$ cat src/rtl/bsa_pkg.sv
package bsa_pkg;

  typedef enum logic {
    OP_ADD = 1'b0,
    OP_SUB = 1'b1
  } bsa_op_e;

  function automatic logic add_res(input logic a, input logic b, input logic c);
    return a ^ b ^ c;
  endfunction

  function automatic logic add_carry(input logic a, input logic b, input logic c);
    return (a & b) | (a & c) | (b & c);
  endfunction

  function automatic logic sub_res(input logic a, input logic b, input logic br);
    return a ^ b ^ br;
  endfunction

  function automatic logic sub_borrow(input logic a, input logic b, input logic br);
    return (~a & b) | (~(a ^ b) & br);
  endfunction

endpackage

$ cat src/rtl/bsa_gate.sv
module bsa_gate #(
  parameter bit ZERO_B = 1'b0
) (
  input  logic b_i,
  input  logic lsb_i,
  input  logic cy_q,
  output logic b_use,
  output logic cy_use
);
  // carry/borrow from the previous word never enters a new word
  assign cy_use = cy_q & ~lsb_i;

  generate
    if (ZERO_B) begin : g_zero_b
      assign b_use = b_i & ~lsb_i;
    end else begin : g_keep_b
      assign b_use = b_i;
    end
  endgenerate
endmodule

$ cat src/rtl/bsa_cell.sv
module bsa_cell
  import bsa_pkg::*;
#(
  parameter bsa_op_e OP = OP_ADD
) (
  input  logic a,
  input  logic b,
  input  logic cy,
  output logic res,
  output logic cy_next
);
  generate
    if (OP == OP_SUB) begin : g_sub
      assign res     = sub_res(a, b, cy);
      assign cy_next = sub_borrow(a, b, cy);
    end else begin : g_add
      assign res     = add_res(a, b, cy);
      assign cy_next = add_carry(a, b, cy);
    end
  endgenerate
endmodule

$ cat src/rtl/bsa_regs.sv
module bsa_regs (
  input  logic clk,
  input  logic rst,
  input  logic res_d,
  input  logic cy_d,
  input  logic lsb_d,
  output logic res_q,
  output logic cy_q,
  output logic lsb_q
);
  always_ff @(posedge clk) begin
    if (rst) begin
      res_q <= 1'b0;
      cy_q  <= 1'b0;
      lsb_q <= 1'b0;
    end else begin
      res_q <= res_d;
      cy_q  <= cy_d;
      lsb_q <= lsb_d;
    end
  end
endmodule

$ cat src/rtl/bs_arith_slice.sv
module bs_arith_slice
  import bsa_pkg::*;
#(
  parameter bsa_op_e OP            = OP_ADD,
  parameter bit      ZERO_B_AT_LSB = 1'b0
) (
  input  logic clk,
  input  logic rst,
  input  logic a_i,
  input  logic b_i,
  input  logic lsb_i,
  output logic y_o,
  output logic lsb_o
);
  // named internal events for the assertions
  logic b_use;
  logic cy_use;
  logic cy_q;
  logic res_d;
  logic cy_d;

  bsa_gate #(.ZERO_B(ZERO_B_AT_LSB)) u_gate (
    .b_i   (b_i),
    .lsb_i (lsb_i),
    .cy_q  (cy_q),
    .b_use (b_use),
    .cy_use(cy_use)
  );

  bsa_cell #(.OP(OP)) u_cell (
    .a      (a_i),
    .b      (b_use),
    .cy     (cy_use),
    .res    (res_d),
    .cy_next(cy_d)
  );

  bsa_regs u_regs (
    .clk  (clk),
    .rst  (rst),
    .res_d(res_d),
    .cy_d (cy_d),
    .lsb_d(lsb_i),
    .res_q(y_o),
    .cy_q (cy_q),
    .lsb_q(lsb_o)
  );

  // strobe travels with the data
  p_lsb_follow_r7: assert property (@(posedge clk) disable iff (rst)
    lsb_i |=> lsb_o);
  p_lsb_quiet_r7: assert property (@(posedge clk) disable iff (rst)
    !lsb_i |=> !lsb_o);

  generate
    if (ZERO_B_AT_LSB) begin : g_chk_zero
      p_clear_lsb_r4: assert property (@(posedge clk) disable iff (rst)
        lsb_i |=> (y_o == $past(a_i)));
    end else begin : g_chk_keep
      p_keep_lsb_r5: assert property (@(posedge clk) disable iff (rst)
        lsb_i |=> (y_o == $past(a_i ^ b_i)));
    end

    if (OP == OP_SUB) begin : g_chk_sub
      p_borrow_gen_r2: assert property (@(posedge clk) disable iff (rst)
        (!a_i && b_use) |=> cy_q);
      p_borrow_kill_r3: assert property (@(posedge clk) disable iff (rst)
        (lsb_i && a_i && !b_use) |=> !cy_q);
    end else begin : g_chk_add
      p_carry_gen_r1: assert property (@(posedge clk) disable iff (rst)
        (a_i && b_use) |=> cy_q);
      p_carry_kill_r3: assert property (@(posedge clk) disable iff (rst)
        (lsb_i && !a_i && !b_use) |=> !cy_q);
    end
  endgenerate
endmodule

$ cat config.mk
export PLATFORM = sky130hd
export DESIGN_NAME = bs_arith_slice
export DESIGN_NICKNAME = d
export VERILOG_FILES = /design/src/rtl/bsa_pkg.sv /design/src/rtl/bsa_gate.sv /design/src/rtl/bsa_cell.sv /design/src/rtl/bsa_regs.sv /design/src/rtl/bs_arith_slice.sv
export SDC_FILE = /design/constraint.sdc
export NUM_CORES = 1
export LEC_CHECK = 0
export ABC_AREA = 1
export BUFFER_PORTS_ARGS = -buffer_cell sky130_fd_sc_hd__buf_2
export CORE_AREA = 2 2 39 41
export DETAILED_ROUTE_END_ITERATION = 12
export DIE_AREA = 0 0 41 43
export PLACE_DENSITY_LB_ADDON = 0.2
export SLEW_MARGIN = 20
export SYNTH_ARGS = -nofsm -noshare
export SYNTH_HDL_FRONTEND = slang
export SYNTH_SLANG_ARGS = --single-unit
export TNS_END_PERCENT = 10
$ cat constraint.sdc
create_clock -name clk -period 2.15 [get_ports clk]
set_clock_uncertainty 0.05 [all_clocks]
set_input_delay 0.1075 -clock clk [delete_from_list [all_inputs] [get_ports clk]]
set_output_delay 0.1075 -clock clk [all_outputs]
set_load 0.02 [all_outputs]
==> reports/results.txt <==
status: finished, final reports clean
post-synth cell types: 5
Tmin final: 1.06 ns
first-pass GRT wire length: 434 µm
Slew Viols, Final: 0
num rows: 14
CP max stage cell: fa_1
kind of critical path: reg -> reg
CTS Buffer Depth: 2
drt total wl: 308 µm
FMAX: 941 MHz
post-synthesis sequential area ratio: 56.5%
io pins: 7
initial DRC count: 0
post-CTS setup buffers: 0
Critical Path, Cell by Cell: nand2_1 -> fa_1 -> nor2_1
setup TNS after final layout: 0 ns
Slew HR: 92.7%
First-pass DRT Iterations: 1
Max Cap Viol: 0
root buf cell: clkbuf_4
Final HPWL DP: 244 µm
Final Setup Violations: 0
worst-skew pair later-pin latency: 0.23 ns
Yosys warnings: 0
Pint: 137 µW
fin util: 13.2%
sequential share of power: 34.1%
Switching Fraction: 22.9%
met2 Use GR: 7.19%
Hold Path Origin: rst
Area growth syn-to-layout: 71.8%
Psw: 40.4 µW
final period utilization: 49.4%
top cell type's share of synthesized area: 56.5%
Comb power frac: 9.8%
total gr overflow: 0
CP required: 2.22 ns
share of layout cells above drive strength 1: 42.9%
vias in the first global route: 116
hold_buf cts: 0
clock share of power: 56.0%
CTS HTree Levels: 1
Worst VDD drop: 0.0000883 V
Fillers: 164
crit path max fanout: 1
P_leak: 0.0000939 µW
GR Util All Layers: 4.91%
Reg clk slew, reported paths: 0.04 ns
flop and latch count out of synthesis: 3
slowest stage delay, CP: 0.49 ns
die span in y: 43 µm
Worst Max-Slew Pin Slew: 0.110 ns
largest cells by area after synthesis: dfxtp_1 (56%), fa_1 (19%), inv_1 (11%)
Final GP Congestion: 0.418
Largest delay share family, worst path: adder cells
diodes inserted: 0
CTS Buf Count: 3
pwr/cell area: 969 nW/µm²
antenna viol nets, final: 0
DR vias: 106
crit path DAT: 1.14 ns
post-synthesis net count: 17
GR peak layer: met4
DRC violations left: 0
nature of the critical path endpoint: flop
Vias/cell: 2.86
initial cell density of the core: 7.69%
CTS tree: done
Setup crit start: u_regs.cy_q
Mapped Area: 106 µm²
Final Hold Fails: 0
Die W: 41 µm
initial antenna violation count: 0
HP Class: in -> reg
Post-CTS Resized: 0
crit path buf inv count: 0
Core Area: 1380 µm²
Port Buf Inserts: 6
largest net degree at the start of global routing: 4
met3 Use GR: 1.57%
leading area contributor after synthesis: dfxtp_1
die area: 1760 µm²
RR Startpoint: u_regs.cy_q
Gate Count Post-Synth: 11
mean post-synth cell area: 9.67 µm²
WL per Instance: 8.32 µm
CTS Sinks: 3
Final #Nets: 28
Startpoint Class: flop
RSZ-0062 raised after global routing: no
met1 usage: 2.56%
## power by group through the flow
stage                     registers, µW  logic [µW]  clock network (µW)
after CTS                          60.4        17.8                 106
after floorplan                    65.0        5.18                   0
after global routing               60.7        19.9                 104
after global placement             61.2        16.5                   0
after detailed placement           61.3        17.7                   0
final                              60.4        17.4                99.2
## stage by stage
| step | cells | total power [µW] | setup slack, ns | instance area (µm²) | hold WS, ns |
|---|---|---|---|---|---|
| global route | 37 | 185 | 1.01 | 183 | 0.0176 |
| floorplan | 11 | 70.2 | 1.15 | 106 | 0.124 |
| global placement | 33 | 77.7 | 1.12 | 156 | 0.251 |
| detailed placement | 33 | 79.0 | 1.09 | 156 | 0.250 |
| finish | 37 | 177 | 1.09 | 183 | 0.0174 |
| CTS | 37 | 184 | 1.08 | 183 | 0.000444 |
## cell usage in the layout (no fill, tap or decap)
master,synthesis,routed
clkbuf_1,0,1
fa_1,1,1
dfxtp_1,3,3
nand2_1,1,1
clkbuf_4,0,3
nor2_1,3,3
buf_2,0,6
inv_1,3,3
## logic make-up (layout without fill, tap and decap cells)
kind of cell	count (synthesis)	in the layout	share of synthesized area, %
AND/OR/NAND/NOR	4	4	14.1
flip-flops	3	3	56.5
buffers and inverters	3	13	10.6
adder cells (fa/ha/maj)	1	1	18.8
## cell type report
cell class | count | area, µm² | area share [%]
Sequential cell | 3 | 60.1 | 32.9
Timing Repair Buffer | 6 | 30.0 | 16.4
Multi-Input combinational cell | 5 | 35.0 | 19.2
Inverter | 3 | 11.3 | 6.16
Clock buffer | 4 | 26.3 | 14.4
Tap cell | 16 | 20.0 | 11.0
## per-layer routing
layer	vias to the layer above	wire length [µm]
met5	-	0
met1	48	84
li1	49	-
met4	0	5
met2	7	168
met3	2	50
## state kept, by name (all words and copies together) (netlist names)
name          flops
u_regs.cy_q       1
u_regs.lsb_q      1
u_regs.res_q      1
## worst paths after layout
path | end | slack, ns | cells past startpoint
max | u_regs.res_q | 1.09 | 3
min | u_regs.res_q | 0.02 | 2
max reg2reg | u_regs.res_q | 1.09 | 3
min reg2reg | u_regs.cy_q | 0.57 | 3
## cell usage after synthesis (all sizes together)
master  count
dfxtp       3
inv         3
nor2        3
fa          1
nand2       1
No activity file was read; power rests on OpenSTA's default activity.
